===== src/rtl/dma_seq_pkg.sv =====
// Package: shared types and constants for the ring-buffer DMA address sequencer.
// Assumes every transfer moves one 32-bit word.
package dma_seq_pkg;

    // Run mode selected by the mode input
    typedef enum logic {
        MODE_WRAP    = 1'b0,
        MODE_ONESHOT = 1'b1
    } run_mode_e;

    // Bytes moved per frame sync
    localparam int WORD_BYTES = 4;
    // Low address bits that must be zero for word alignment
    localparam int ALIGN_BITS = $clog2(WORD_BYTES);

endpackage


===== src/rtl/dma_addr_align.sv =====
// Module: dma_addr_align
// Forces word alignment on a set of programmed addresses by clearing their
// low alignment bits. Pure combinational logic.
// Assumes N_ADDR >= 1 and ADDR_W > ALIGN_BITS.
module dma_addr_align
    import dma_seq_pkg::*;
#(
    parameter int ADDR_W = 32,
    parameter int N_ADDR = 3
) (
    input  logic [N_ADDR-1:0][ADDR_W-1:0] raw_addr,
    output logic [N_ADDR-1:0][ADDR_W-1:0] word_addr
);

    localparam int HI_W = ADDR_W - ALIGN_BITS;

    // One clearing stage for each programmed address
    for (genvar gi = 0; gi < N_ADDR; gi++) begin : g_align
        assign word_addr[gi] = {raw_addr[gi][ADDR_W-1:ALIGN_BITS], {ALIGN_BITS{1'b0}}};

        // Every aligned output has zero low bits
        always_comb begin
            AST_ALIGN_LOW_ZERO: assert (word_addr[gi][ALIGN_BITS-1:0] == '0);
        end
    end

    // Upper part passes through unchanged
    for (genvar gj = 0; gj < N_ADDR; gj++) begin : g_chk_hi
        always_comb begin
            AST_ALIGN_HI_KEPT: assert (word_addr[gj][ADDR_W-1:ALIGN_BITS] == raw_addr[gj][ADDR_W-1:ALIGN_BITS]);
        end
    end

    localparam int UNUSED_HI = HI_W;

endmodule


===== src/rtl/dma_ptr_unit.sv =====
// Module: dma_ptr_unit
// Holds the current-address pointer and the one-shot halt state.
// - Loads the start address on a rising enable.
// - Advances by one word on each completed transfer.
// - At the end word it reloads the start (wrap mode) or halts (one-shot mode).
// - A restart reloads the start in one-shot mode only.
// Assumes the start and end inputs are already word aligned.
module dma_ptr_unit
    import dma_seq_pkg::*;
#(
    parameter int ADDR_W = 32
) (
    input  logic              clk,
    input  logic              rst_n,
    input  logic              enable,
    input  logic              oneshot,
    input  logic              restart,
    input  logic              busy,
    input  logic              done,
    input  logic              at_end,
    input  logic [ADDR_W-1:0] start_al,
    output logic [ADDR_W-1:0] ptr,
    output logic              halted,
    output logic              start_pulse
);

    localparam logic [ADDR_W-1:0] STEP = ADDR_W'(WORD_BYTES);

    logic en_q;

    // Keep last cycle's enable so its rising edge can be detected
    always_ff @(posedge clk) begin
        if (!rst_n) en_q <= 1'b0;
        else        en_q <= enable;
    end

    assign start_pulse = enable & ~en_q;

    // Pointer and halt state update
    always_ff @(posedge clk) begin
        if (!rst_n) begin
            ptr    <= '0;
            halted <= 1'b0;
        end else if (start_pulse) begin
            ptr    <= start_al;
            halted <= 1'b0;
        end else if (enable) begin
            if (done) begin
                if (at_end) begin
                    if (oneshot) halted <= 1'b1;
                    else         ptr    <= start_al;
                end else begin
                    ptr <= ptr + STEP;
                end
            end else if (restart && oneshot && !busy) begin
                ptr    <= start_al;
                halted <= 1'b0;
            end
        end
    end

    // Enable rise loads the start and clears the halt
    AST_START_LOAD: assert property (@(posedge clk) disable iff (!rst_n)
        start_pulse |=> (ptr == $past(start_al)) && !halted);

    // A completed non-end word advances the pointer by one word
    AST_PTR_STEP: assert property (@(posedge clk) disable iff (!rst_n)
        (done && !at_end && enable && !start_pulse) |=> ptr == $past(ptr) + STEP);

    // Wrap mode reloads the start after the end word
    AST_WRAP_RELOAD: assert property (@(posedge clk) disable iff (!rst_n)
        (done && at_end && !oneshot && enable && !start_pulse) |=> ptr == $past(start_al));

    // One-shot mode halts after the end word and keeps the pointer
    AST_ONESHOT_HALT: assert property (@(posedge clk) disable iff (!rst_n)
        (done && at_end && oneshot && enable && !start_pulse) |=> halted && $stable(ptr));

    // A disabled channel never moves its pointer
    AST_DISABLED_HOLD: assert property (@(posedge clk) disable iff (!rst_n)
        !enable |=> $stable(ptr));

endmodule


===== src/rtl/dma_req_ctrl.sv =====
// Module: dma_req_ctrl
// Request/acknowledge handshake toward memory and overrun detection.
// A frame sync is accepted only when the channel is enabled, not halted,
// not in its first enabled cycle, and has no request outstanding.
// A frame sync that arrives while a request is outstanding is dropped and
// sets the sticky overrun flag.
// Assumes mem_ack is meaningful only while the request is high.
module dma_req_ctrl #(
    parameter int ADDR_W = 32
) (
    input  logic              clk,
    input  logic              rst_n,
    input  logic              enable,
    input  logic              halted,
    input  logic              start_pulse,
    input  logic              fsync,
    input  logic              ack,
    input  logic [ADDR_W-1:0] ptr,
    output logic              req,
    output logic [ADDR_W-1:0] addr,
    output logic              done,
    output logic              overrun
);

    logic accept;
    logic drop;

    assign done   = req & ack;
    assign accept = enable & ~start_pulse & ~halted & fsync & ~req;
    assign drop   = enable & ~halted & fsync & req;

    // Raise, hold and retire the memory request
    always_ff @(posedge clk) begin
        if (!rst_n) begin
            req  <= 1'b0;
            addr <= '0;
        end else if (!enable) begin
            req <= 1'b0;
        end else if (done) begin
            req <= 1'b0;
        end else if (accept) begin
            req  <= 1'b1;
            addr <= ptr;
        end
    end

    // Sticky overrun flag, cleared when the channel starts
    always_ff @(posedge clk) begin
        if (!rst_n)           overrun <= 1'b0;
        else if (start_pulse) overrun <= 1'b0;
        else if (drop)        overrun <= 1'b1;
    end

    // An unacknowledged request holds with a stable address
    AST_REQ_HOLD: assert property (@(posedge clk) disable iff (!rst_n)
        (req && !ack && enable) |=> req && $stable(addr));

    // An accepted frame sync issues the pointer value
    AST_REQ_ADDR: assert property (@(posedge clk) disable iff (!rst_n)
        accept |=> req && (addr == $past(ptr)));

    // Disable withdraws any request
    AST_NO_REQ_DISABLED: assert property (@(posedge clk) disable iff (!rst_n)
        !enable |=> !req);

    // A halted channel raises no new request
    AST_HALT_NO_REQ: assert property (@(posedge clk) disable iff (!rst_n)
        (halted && !req) |=> !req);

    // A dropped frame sync always leaves overrun set
    AST_OVERRUN_SET: assert property (@(posedge clk) disable iff (!rst_n)
        (drop && !start_pulse) |=> overrun);

endmodule


===== src/rtl/dma_evt_gen.sv =====
// Module: dma_evt_gen
// Compares the address of the word that just completed against the aligned
// end and interrupt addresses. Gives a combinational end hit to the pointer
// unit and registered one-cycle event pulses to the interrupt block.
// Assumes done is high for at most one cycle per transfer.
module dma_evt_gen #(
    parameter int ADDR_W = 32
) (
    input  logic              clk,
    input  logic              rst_n,
    input  logic              done,
    input  logic [ADDR_W-1:0] xfer_addr,
    input  logic [ADDR_W-1:0] end_al,
    input  logic [ADDR_W-1:0] irq_al,
    output logic              at_end,
    output logic              evt_end,
    output logic              evt_irq
);

    assign at_end = (xfer_addr == end_al);

    // Register the event pulses one cycle after completion
    always_ff @(posedge clk) begin
        if (!rst_n) begin
            evt_end <= 1'b0;
            evt_irq <= 1'b0;
        end else begin
            evt_end <= done & at_end;
            evt_irq <= done & (xfer_addr == irq_al);
        end
    end

    // Events are single-cycle pulses
    AST_END_PULSE: assert property (@(posedge clk) disable iff (!rst_n)
        evt_end |=> !evt_end);
    AST_IRQ_PULSE: assert property (@(posedge clk) disable iff (!rst_n)
        evt_irq |=> !evt_irq);

    // An event follows only a completed transfer
    AST_EVT_AFTER_DONE: assert property (@(posedge clk) disable iff (!rst_n)
        !done |=> !evt_end && !evt_irq);

endmodule


===== src/rtl/dma_ring_addr_seq.sv =====
// Module: dma_ring_addr_seq (top)
// Address sequencer for one direction of a bus-master DMA channel with a
// ring buffer bounded by an inclusive end address.
// - Each accepted frame sync moves one 32-bit word over a req/ack handshake.
// - Wrap mode runs around the buffer without software action.
// - One-shot mode halts at the end and waits for a restart.
// Assumes the configuration is stable while the channel is enabled.
module dma_ring_addr_seq
    import dma_seq_pkg::*;
#(
    parameter int ADDR_W = 32
) (
    input  logic              clk,
    input  logic              rst_n,
    input  logic [ADDR_W-1:0] cfg_start_addr,
    input  logic [ADDR_W-1:0] cfg_end_addr,
    input  logic [ADDR_W-1:0] cfg_irq_addr,
    input  logic              cfg_oneshot,
    input  logic              cfg_enable,
    input  logic              cmd_restart,
    input  logic              fsync,
    output logic              mem_req,
    output logic [ADDR_W-1:0] mem_addr,
    input  logic              mem_ack,
    output logic [ADDR_W-1:0] cur_addr,
    output logic              chan_halted,
    output logic              evt_irq_hit,
    output logic              evt_end,
    output logic              overrun
);

    localparam int N_CFG = 3;

    logic [N_CFG-1:0][ADDR_W-1:0] raw_cfg;
    logic [N_CFG-1:0][ADDR_W-1:0] al_cfg;
    logic oneshot;
    logic start_pulse;
    logic done;
    logic at_end;

    assign raw_cfg[0] = cfg_start_addr;
    assign raw_cfg[1] = cfg_end_addr;
    assign raw_cfg[2] = cfg_irq_addr;
    assign oneshot    = (run_mode_e'(cfg_oneshot) == MODE_ONESHOT);

    dma_addr_align #(.ADDR_W(ADDR_W), .N_ADDR(N_CFG)) u_align (
        .raw_addr  (raw_cfg),
        .word_addr (al_cfg)
    );

    dma_ptr_unit #(.ADDR_W(ADDR_W)) u_ptr (
        .clk         (clk),
        .rst_n       (rst_n),
        .enable      (cfg_enable),
        .oneshot     (oneshot),
        .restart     (cmd_restart),
        .busy        (mem_req),
        .done        (done),
        .at_end      (at_end),
        .start_al    (al_cfg[0]),
        .ptr         (cur_addr),
        .halted      (chan_halted),
        .start_pulse (start_pulse)
    );

    dma_req_ctrl #(.ADDR_W(ADDR_W)) u_req (
        .clk         (clk),
        .rst_n       (rst_n),
        .enable      (cfg_enable),
        .halted      (chan_halted),
        .start_pulse (start_pulse),
        .fsync       (fsync),
        .ack         (mem_ack),
        .ptr         (cur_addr),
        .req         (mem_req),
        .addr        (mem_addr),
        .done        (done),
        .overrun     (overrun)
    );

    dma_evt_gen #(.ADDR_W(ADDR_W)) u_evt (
        .clk       (clk),
        .rst_n     (rst_n),
        .done      (done),
        .xfer_addr (mem_addr),
        .end_al    (al_cfg[1]),
        .irq_al    (al_cfg[2]),
        .at_end    (at_end),
        .evt_end   (evt_end),
        .evt_irq   (evt_irq_hit)
    );

    // Request addresses are always word aligned
    AST_ADDR_ALIGNED: assert property (@(posedge clk) disable iff (!rst_n)
        mem_req |-> mem_addr[ALIGN_BITS-1:0] == '0);

    // Restart has no effect on the pointer in wrap mode
    AST_WRAP_RESTART_IGNORED: assert property (@(posedge clk) disable iff (!rst_n)
        (cmd_restart && !oneshot && cfg_enable && !start_pulse && !done) |=> $stable(cur_addr));

endmodule


===== config.mk =====
export PLATFORM = sky130hd
export DESIGN_NAME = dma_ring_addr_seq
export DESIGN_NICKNAME = d
export VERILOG_FILES = /design/src/rtl/dma_seq_pkg.sv /design/src/rtl/dma_addr_align.sv /design/src/rtl/dma_ptr_unit.sv /design/src/rtl/dma_req_ctrl.sv /design/src/rtl/dma_evt_gen.sv /design/src/rtl/dma_ring_addr_seq.sv
export SDC_FILE = /design/constraint.sdc
export NUM_CORES = 1
export LEC_CHECK = 0
export ABC_CLOCK_PERIOD_IN_PS = 2500
export BUFFER_PORTS_ARGS = -buffer_cell sky130_fd_sc_hd__buf_2
export CORE_ASPECT_RATIO = 0.5
export CORE_UTILIZATION = 49
export CTS_CLUSTER_DIAMETER = 100
export DETAILED_ROUTE_END_ITERATION = 10
export GPL_TIMING_DRIVEN = 1
export PLACE_DENSITY = 0.93
export SKIP_CTS_REPAIR_TIMING = 1
export SYNTH_ARGS = -nofsm -noshare
export SYNTH_HDL_FRONTEND = slang
export SYNTH_SLANG_ARGS = --single-unit

===== constraint.sdc =====
create_clock -name clk -period 2.5 [get_ports clk]
set_input_delay 0.125 -clock clk [delete_from_list [all_inputs] [get_ports clk]]
set_output_delay 0.125 -clock clk [all_outputs]
set_load 0.005 [all_outputs]

==> results of run 1 <==
-- cell families (layout without fill, tap and decap cells) --
kind of cell             Yosys count  after routing  synth area share [%]
AO/OA/AOI/OAI                     97             97                  18.1
XOR/XNOR                          76             76                  15.5
adder cells (fa/ha/maj)            1              1                 0.291
buffers and inverters             40            220                  3.93
flip-flops                        70             70                  32.6
multiplexers                      25             25                  5.86
AND/OR/NAND/NOR                  207            207                  23.7
-- Yosys cell counts (2+ instances only) --
cell type  count
nand3_1       15
and4_1         2
nor2_1        31
a41o_1         4
nand3b_1       2
nor4_4         2
xnor2_1       41
and2_1         9
o221a_1       16
nor4_1         9
a221oi_2       9
mux2i_1       24
nand4_1       21
nand2b_1       2
nor3_1         4
nand2_1       93
a221oi_1       2
inv_1          9
a31oi_1        5
buf_2          6
clkbuf_1      23
and3_1         9
o22ai_1       11
a21oi_1       37
xor2_1        35
dfxtp_1       70
-- layout make-up --
class / instances / share of cell area, %
multi-input cells: 406 / 47.8
flip-flops and latches: 70 / 24.4
repair buffers: 195 / 18.3
clock buffers: 10 / 4.16
well taps: 112 / 2.44
clock inverters: 6 / 2.31
inverters: 9 / 0.588
-- stage by stage --
step	hold WS (ps)	utilization, %	instance area (µm²)	setup slack, ps	setup TNS (ps)
after CTS	103	69.6	5730	34.7	0
after floorplan	287	-	4290	410	0
after detailed placement	432	65.1	5360	96.2	0
after global routing	124	69.8	5740	-6.30	-6.30
final	97.3	69.8	5740	75.4	0
after global placement	402	65.1	5360	213	0
-- tightest hold or removal path, cell delays in order --
cell     delay [ps]
buf_2            80
xnor2_1          60
nand4_1          80
nor4_1           50
-- path summary, 6_finish.rpt --
path	from	end	slack [ps]	cells after the start
min	cfg_irq_addr[27]	u_evt.evt_irq$_SDFF_PN0_	100	4
min reg2reg	u_req.addr[1]$_SDFFE_PN0P_	u_req.addr[1]$_SDFFE_PN0P_	480	2
max reg2reg	u_req.addr[7]$_SDFFE_PN0P_	u_ptr.ptr[7]$_SDFFE_PN0P_	80	8
max	u_req.addr[7]$_SDFFE_PN0P_	u_ptr.ptr[7]$_SDFFE_PN0P_	80	8
-- routing by layer --
metal / up-vias / GRT usage (%) / part of all wire [%]
met3: 110 / 11.9 / 14
li1: 2206 / - / -
met1: 2359 / 43.8 / 36
met4: 0 / 18.1 / 5.1
met5: - / 0 / 0
met2: 461 / 60.2 / 44
-- power by group --
| part | switching, µW | internal (µW) |
|---|---|---|
| Sequential | 78.9 | 1160 |
| Combinational | 231 | 208 |
| Clock | 507 | 1100 |
-- state kept, by name (all words and copies together) (netlist names) --
register / cells
u_ptr.en_q: 1
u_evt.evt_irq: 1
u_evt.evt_end: 1
u_req.req: 1
u_req.addr: 32
u_ptr.halted: 1
u_ptr.ptr: 32
u_req.overrun: 1
==> metrics.md, run 1 <==
| Metric | Value |
|---|---|
| Largest area contributor in the netlist | `dfxtp_1` |
| Cells after synthesis | `516` |
| Ys Warns | `0` |
| CP endpoint kind | `register` |
| Row count | `23` |
| Vias per cell | `6.36` |
| Total power | `3280 µW` |
| Worst Tran Pin Value | `1010 ps` |
| Core Area | `8230 µm²` |
| Min Tclk post-route | `2420 ps` |
| Post-DP HPWL | `11.5 mm` |
| Max-Slew Margin vs Limit | `32.8%` |
| CTS sink count | `70` |
| Vias in the first global route | `4771` |
| Share of layout cells above drive strength 1 | `33.5%` |
| Largest net degree at the start of global routing | `39` |
| CTS tree | `built` |
| Wire per inst | `20.9 µm` |
| Nets | `795` |
| Clk_lat worst skew | `340 ps` |
| Fill cell total of the finished layout | `541` |
| CTS clock-pin slew for the worst setup and hold paths | `60 ps` |
| Placed Cells incl. Taps | `791` |
| Main synth FF type | `dfxtp_1` |
| Worst-path cell chain | `xnor2_1 > nand4_1 > nor4_4 > buf_4 > a311oi_1 > o21ai_2 > buf_4 > o22ai_1` |
| Htree depth | `3` |
| Worst vdd ir | `0.328 mV` |
| GRT Total Usage | `36.5%` |
| Area grow syn2layout | `33.8%` |
| Slew Limit Fails | `0` |
| Drt first pass iters | `6` |
| CTS Buffer Depth | `2` |
| Post-synth EDFFs | `0` |
| Slowest Stage Delay on Critical Path | `510 ps` |
| Asr flop ratio synth | `0%` |
| Register area | `1400 µm²` |
| CP most frequent cell | `buf_4` |
| Average size of a mapped cell | `8.32 µm²` |
| Worst path slowest cell | `nor4_4` |
| Initial antenna violation count | `0` |
| WP data required | `2680 ps` |
| Fmax | `412 MHz` |
| CTS root buf | `clkbuf_16` |
| Die Ht | `68.2 µm` |
| Lkg Pwr | `0.00245 µW` |
| Die area | `9160 µm²` |
| Global-route wire length before repair | `25.2 mm` |
| Fin. Hold Viols | `0` |
| Top cells by area, synth | `dfxtp_1 33%, xnor2_1 8.4%, nand2_1 8.1%` |
| Clock skew | `7.78 ps` |
| Yosys top cell area share | `32.6%` |
| Vias | `5136` |
| Routed Antenna Nets | `0` |
| Final non-filler cell total | `808` |
| DR DRC count | `0` |
| Critical path fanouts, max | `8` |
| Commonest non-fill, non-tap cell in the layout | `buf_2` |
| Sequential share of the synthesized area | `32.6%` |
| Status | `finished clean` |
| Chip Width | `134 µm` |
| Max capacitance violation total | `0` |
| Ports | `172` |
| Crit path buffers/inverters | `2` |
| Post-synthesis cell area | `4290 µm²` |
| ANT cells | `0` |
| Synth cell types | `51` |
| PortBufs | `165` |
| Critical path class | `register to register` |
| Final period util | `97.0%` |
| Arrival time worst endpoint | `2600 ps` |
| Syn Nets | `620` |
| Gpl congestion | `0.933` |
| Power density over the cells | `572 nW/µm²` |
| Setup-failing EPs final | `0` |
| Crit path max-delay family | `simple AND/OR/NAND/NOR gates` |
| Multi-input logic area | `2750 µm²` |
| Total gr overflow | `0` |
| Initial Util | `52.2%` |
| Hold WC Path Type | `primary input to register` |
| FF+latch count, synth | `70` |
| Total CTS buffers | `9` |
| Worst setup SP type | `register` |
| Routed WL | `16.8 mm` |
| Leading cell types in the layout, fill and taps excluded | `165 x buf_2, 93 x nand2_1, 70 x dfxtp_1, 41 x xnor2_1, 37 x a21oi_1` |
| Initial DRC count | `980` |
Power figures use the tool's default switching activity.
==> run 2, diff against run 1 <==
--- a/config.mk
+++ b/config.mk
@@ -5,14 +5,14 @@
 export SDC_FILE = /design/constraint.sdc
 export NUM_CORES = 1
 export LEC_CHECK = 0
-export ABC_CLOCK_PERIOD_IN_PS = 2500
+export ABC_CLOCK_PERIOD_IN_PS = 2900
 export BUFFER_PORTS_ARGS = -buffer_cell sky130_fd_sc_hd__buf_2
 export CORE_ASPECT_RATIO = 0.5
-export CORE_UTILIZATION = 49
+export CORE_UTILIZATION = 53
 export CTS_CLUSTER_DIAMETER = 100
 export DETAILED_ROUTE_END_ITERATION = 10
 export GPL_TIMING_DRIVEN = 1
-export PLACE_DENSITY = 0.93
+export PLACE_DENSITY_LB_ADDON = 0.1
 export SKIP_CTS_REPAIR_TIMING = 1
 export SYNTH_ARGS = -nofsm -noshare
 export SYNTH_HDL_FRONTEND = slang
==> constraint.sdc (replaced) <==
create_clock -name clk -period 2.9 [get_ports clk]
set_input_delay 0.145 -clock clk [delete_from_list [all_inputs] [get_ports clk]]
set_output_delay 0.145 -clock clk [all_outputs]
set_load 0.005 [all_outputs]
==> run 2 against run 1 <==
Against the previous run: routed wire length shrank 13%; clock skew shrank 3.3 ps; fmax shrank 0.99%; sequential cell count is the same; final area shrank 1.9%; critical path type unchanged; largest power group unchanged.
==> metrics.md, run 2 (synthesized netlist as in run 1, its figures left out) <==
| Metric | Value |
|---|---|
| Chip Width | `129 µm` |
| Hold-critical path depth | `3` |
| Slowest Stage Delay on Critical Path | `440 ps` |
| CTS sink count | `70` |
| Worst Tran Pin Value | `1140 ps` |
| CP most frequent cell | `buf_4` |
| Vias in the first global route | `4093` |
| Initial DRC count | `565` |
| Worst setup SP type | `register` |
| DR DRC count | `0` |
| Nets | `788` |
| Die area | `8490 µm²` |
| Power density over the cells | `466 nW/µm²` |
| Initial Util | `56.7%` |
| Final setup TNS | `0 ps` |
| Max-Slew Margin vs Limit | `23.9%` |
| RSZ-0062 raised after global routing | `no` |
| Vias | `4648` |
| Die Ht | `65.6 µm` |
| Gpl congestion | `0.872` |
| Total gr overflow | `0` |
| Final period util | `84.4%` |
| Initial antenna violation count | `0` |
| Ports | `172` |
| CTS clock-pin slew for the worst setup and hold paths | `60 ps` |
| Wire per inst | `18.5 µm` |
| CP endpoint kind | `register` |
| Min Tclk post-route | `2450 ps` |
| Critical path fanouts, max | `14` |
| Placed Cells incl. Taps | `781` |
| PortBufs | `165` |
| Htree depth | `3` |
| Max capacitance violation total | `0` |
| Leading cell types in the layout, fill and taps excluded | `165 x buf_2, 93 x nand2_1, 70 x dfxtp_1, 41 x xnor2_1, 37 x a21oi_1` |
| Global-route wire length before repair | `22.1 mm` |
| Arrival time worst endpoint | `2730 ps` |
| GRT Total Usage | `35.3%` |
| Fmax | `408 MHz` |
| Routed Antenna Nets | `0` |
| Cell depth of the worst setup path | `8` |
| CTS Buffer Depth | `2` |
| Commonest non-fill, non-tap cell in the layout | `buf_2` |
| Status | `finished clean` |
| Total CTS buffers | `9` |
| Slew Limit Fails | `0` |
| Share of layout cells above drive strength 1 | `32.6%` |
| Clk_lat worst skew | `340 ps` |
| Drt first pass iters | `5` |
| Fin. Hold Viols | `0` |
| CTS tree | `built` |
| Post-DP HPWL | `10.9 mm` |
| Worst vdd ir | `0.329 mV` |
| Core Area | `7570 µm²` |
| WP data required | `3180 ps` |
| Crit path buffers/inverters | `3` |
| ANT cells | `0` |
| Clock skew | `4.53 ps` |
| Final non-filler cell total | `796` |
| Crit path max-delay family | `buffers and inverters` |
| Area grow syn2layout | `31.2%` |
| Worst-path cell chain | `xor2_1 > nor4_1 > buf_4 > a311oi_4 > buf_4 > buf_4 > mux2i_1 > o221a_1` |
| Top Registers | `u_ptr.ptr (32), u_req.addr (32)` |
| Setup-failing EPs final | `0` |
| CTS root buf | `clkbuf_16` |
| Vias per cell | `5.84` |
| Row count | `22` |
| Largest net degree at the start of global routing | `39` |
| Worst reg2reg path depth | `8` |
| Worst path slowest cell | `dfxtp_1` |
| Routed WL | `14.7 mm` |
| Lkg Pwr | `0.00240 µW` |
| Hold WC Path Type | `primary input to register` |
| Critical path class | `register to register` |
## run 2: final cells by class
cell class | count | area, µm²
clock buffer | 11 | 253
clock inverter | 4 | 70.1
fill | 620 | 1940
inverter | 9 | 33.8
multi-input combinational | 406 | 2740
sequential | 70 | 1400
tap | 108 | 135
timing repair buffer | 188 | 998
## run 2: worst register-to-register path: stages, from the launching register on
cell and delay (ps):
dfxtp_1 440, xor2_1 350, nor4_1 120, buf_4 170, a311oi_4 390, buf_4 320
buf_4 220, mux2i_1 210, o221a_1 190
## run 2: metrics by stage
| step | hold slack [ps] | power [µW] | worst slack, ps | cell area, µm² | utilization [%] |
|---|---|---|---|---|---|
| after global placement | 427 | 1430 | 593 | 5310 | 70.1 |
| after detailed placement | 434 | 1430 | 499 | 5310 | 70.1 |
| after global routing | 105 | 2720 | 322 | 5630 | 74.4 |
| final | 90.9 | 2630 | 451 | 5630 | 74.4 |
| after CTS | 89.4 | 2620 | 485 | 5630 | 74.4 |
| after floorplan | 307 | 1250 | 810 | 4290 | - |
## run 2: power breakdown
group	switching [µW]	total, µW	internal (µW)
logic	175	349	174
clock network	412	1200	792
registers	75.7	1070	998
total	662	2630	1960
## run 2: per-layer routing
layer | GRT usage [%] | share of wire [%] | vias up
met1 | 50.7 | 45 | 2185
met5 | 0 | 0 | -
li1 | - | - | 2194
met4 | 9.56 | 1.1 | 0
met2 | 51.7 | 44 | 248
met3 | 8.96 | 9.6 | 21
## run 2: final timing paths
check	endpoint	slack [ps]	startpoint
min	u_ptr.ptr[9]$_SDFFE_PN0P_	90	cfg_start_addr[9]
min reg2reg	u_req.addr[0]$_SDFFE_PN0P_	480	u_req.addr[0]$_SDFFE_PN0P_
max	u_ptr.ptr[16]$_SDFFE_PN0P_	450	u_req.addr[21]$_SDFFE_PN0P_
max reg2reg	u_ptr.ptr[16]$_SDFFE_PN0P_	450	u_req.addr[21]$_SDFFE_PN0P_
==> run 3, diff against run 2 <==
--- a/config.mk
+++ b/config.mk
@@ -5,10 +5,10 @@
 export SDC_FILE = /design/constraint.sdc
 export NUM_CORES = 1
 export LEC_CHECK = 0
-export ABC_CLOCK_PERIOD_IN_PS = 2900
+export ABC_CLOCK_PERIOD_IN_PS = 2300
 export BUFFER_PORTS_ARGS = -buffer_cell sky130_fd_sc_hd__buf_2
 export CORE_ASPECT_RATIO = 0.5
-export CORE_UTILIZATION = 53
+export CORE_UTILIZATION = 49
 export CTS_CLUSTER_DIAMETER = 100
 export DETAILED_ROUTE_END_ITERATION = 10
 export GPL_TIMING_DRIVEN = 1
==> constraint.sdc (replaced) <==
create_clock -name clk -period 2.3 [get_ports clk]
set_input_delay 0.115 -clock clk [delete_from_list [all_inputs] [get_ports clk]]
set_output_delay 0.115 -clock clk [all_outputs]
set_load 0.005 [all_outputs]
==> run 3 against run 2 <==
Against the previous run: cell count increased by 5.2%; fmax increased by 10%; non-clock buffer count increased by 37; routed wire length increased by 6.7%; combinational power increased by 51%; worst setup slack got worse by 370 ps; global-route usage decreased by 1.6 points; sequential power increased by 23%; sequential share of layout area decreased by 1.4 points; hold slack got worse by 25 ps; clock skew increased by 1.9 ps; clock power increased by 22%; largest cell class unchanged; largest power group unchanged.
==> metrics.md, run 3 (synthesized netlist as in run 1, its figures left out) <==
| Metric | Value |
|---|---|
| Fin. Hold Viols | `0` |
| Vias per cell | `5.78` |
| Critical path fanouts, max | `12` |
| Die Ht | `68.2 µm` |
| Hold WC Path Type | `primary input to register` |
| Gpl congestion | `0.868` |
| CP most frequent cell | `buf_4` |
| Commonest non-fill, non-tap cell in the layout | `buf_2` |
| Setup-failing EPs final | `0` |
| Largest net degree at the start of global routing | `39` |
| CTS root buf | `clkbuf_16` |
| DR DRC count | `0` |
| PortBufs | `165` |
| Routed Antenna Nets | `0` |
| Total gr overflow | `0` |
| Htree depth | `3` |
| Ports | `172` |
| Core Area | `8230 µm²` |
| Fill cell total of the finished layout | `666` |
| Worst vdd ir | `0.411 mV` |
| GRT Total Usage | `33.7%` |
| Max-Slew Margin vs Limit | `61.6%` |
| Critical path class | `register to register` |
| CTS sink count | `70` |
| Total CTS buffers | `9` |
| Top Registers | `u_ptr.ptr (32), u_req.addr (32)` |
| Power density over the cells | `552 nW/µm²` |
| Worst path slowest cell | `dfxtp_1` |
| Initial DRC count | `698` |
| Global-route wire length before repair | `22.7 mm` |
| Vias | `4837` |
| Post-DP HPWL | `11.6 mm` |
| Worst Tran Pin Value | `575 ps` |
| Vias in the first global route | `4150` |
| Crit path max-delay family | `buffers and inverters` |
| Die area | `9160 µm²` |
| Finished Core Util | `72.6%` |
| Wire per inst | `18.7 µm` |
| Final setup TNS | `0 ps` |
| Routed WL | `15.7 mm` |
| Status | `finished clean` |
| CTS Buffer Depth | `2` |
| Post-route cell area | `5970 µm²` |
| Min Tclk post-route | `2220 ps` |
| Share of layout cells above drive strength 1 | `36.4%` |
| ANT cells | `0` |
| Area grow syn2layout | `39.1%` |
| Final period util | `96.6%` |
| Worst-path cell chain | `xnor2_1 > nand4_1 > nor4_4 > buf_4 > buf_4 > a31o_2 > buf_4 > a221oi_2 > o221a_1` |
| Nets | `825` |
| Crit path buffers/inverters | `3` |
| Arrival time worst endpoint | `2440 ps` |
| Slowest Stage Delay on Critical Path | `410 ps` |
| Initial antenna violation count | `0` |
| CTS clock-pin slew for the worst setup and hold paths | `60 ps` |
| CP endpoint kind | `register` |
| CTS tree | `built` |
| Clk_lat worst skew | `340 ps` |
| Worst setup SP type | `register` |
| Chip Width | `134 µm` |
| Initial Util | `52.2%` |
| Drt first pass iters | `5` |
| Leading cell types in the layout, fill and taps excluded | `165 x buf_2, 93 x nand2_1, 69 x dfxtp_1, 57 x buf_4, 40 x xnor2_1` |
| Max capacitance violation total | `0` |
| Row count | `23` |
| WP data required | `2520 ps` |
| Lkg Pwr | `0.00261 µW` |
| Slew Limit Fails | `0` |
| Clock skew | `6.46 ps` |
| Fmax | `450 MHz` |
| DP Area | `5610 µm²` |
-- run 3: cell type report --
type	count	area, µm²	share of cell area (%)
multi-input cells	406	2780	46.5
flip-flops and latches	70	1400	23.5
repair buffers	225	1310	22.0
clock buffers	10	229	3.83
well taps	112	140	2.35
clock inverters	5	75.1	1.26
inverters	9	33.8	0.566
-- run 3: power by group --
group	internal, µW	switching, µW	total [µW]
Sequential	1260	58.6	1320
Clock	937	518	1460
Combinational	249	276	526
Total	2450	853	3300
-- run 3: worst paths after layout --
kind                                     from                         end  slack (ps)  cells after the start
setup reg to reg  u_req.addr[27]$_SDFFE_PN0P_  u_ptr.ptr[18]$_SDFFE_PN0P_          80                      9
setup / recovery  u_req.addr[27]$_SDFFE_PN0P_  u_ptr.ptr[18]$_SDFFE_PN0P_          80                      9
hold reg to reg    u_req.addr[1]$_SDFFE_PN0P_  u_req.addr[1]$_SDFFE_PN0P_         470                      2
hold / removal              cfg_start_addr[9]   u_ptr.ptr[9]$_SDFFE_PN0P_          70                      3
-- run 3: metal layers --
| layer | track usage, % | up-vias | routed length, µm |
|---|---|---|---|
| li1 | - | 2267 | - |
| met1 | 49.5 | 2262 | 7130 |
| met2 | 48.6 | 281 | 6580 |
| met3 | 8.59 | 27 | 1680 |
| met4 | 7.72 | 0 | 280 |
| met5 | 0 | - | 0 |
-- run 3: tightest hold or removal path: stages --
cell	delay [ps]
buf_2	80
mux2i_1	60
o32ai_1	110
-- run 3: through the flow --
stage / hold slack, ps / worst slack, ps / instances / power [µW]
detailed placement: 408 / 21.2 / 820 / 1850
floorplan: 277 / 210 / 516 / 1580
global placement: 398 / 85.6 / 820 / 1840
global route: 64.7 / -36.2 / 837 / 3410
CTS: 58.9 / -13.7 / 835 / 3290
finish: 65.8 / 78.8 / 837 / 3300
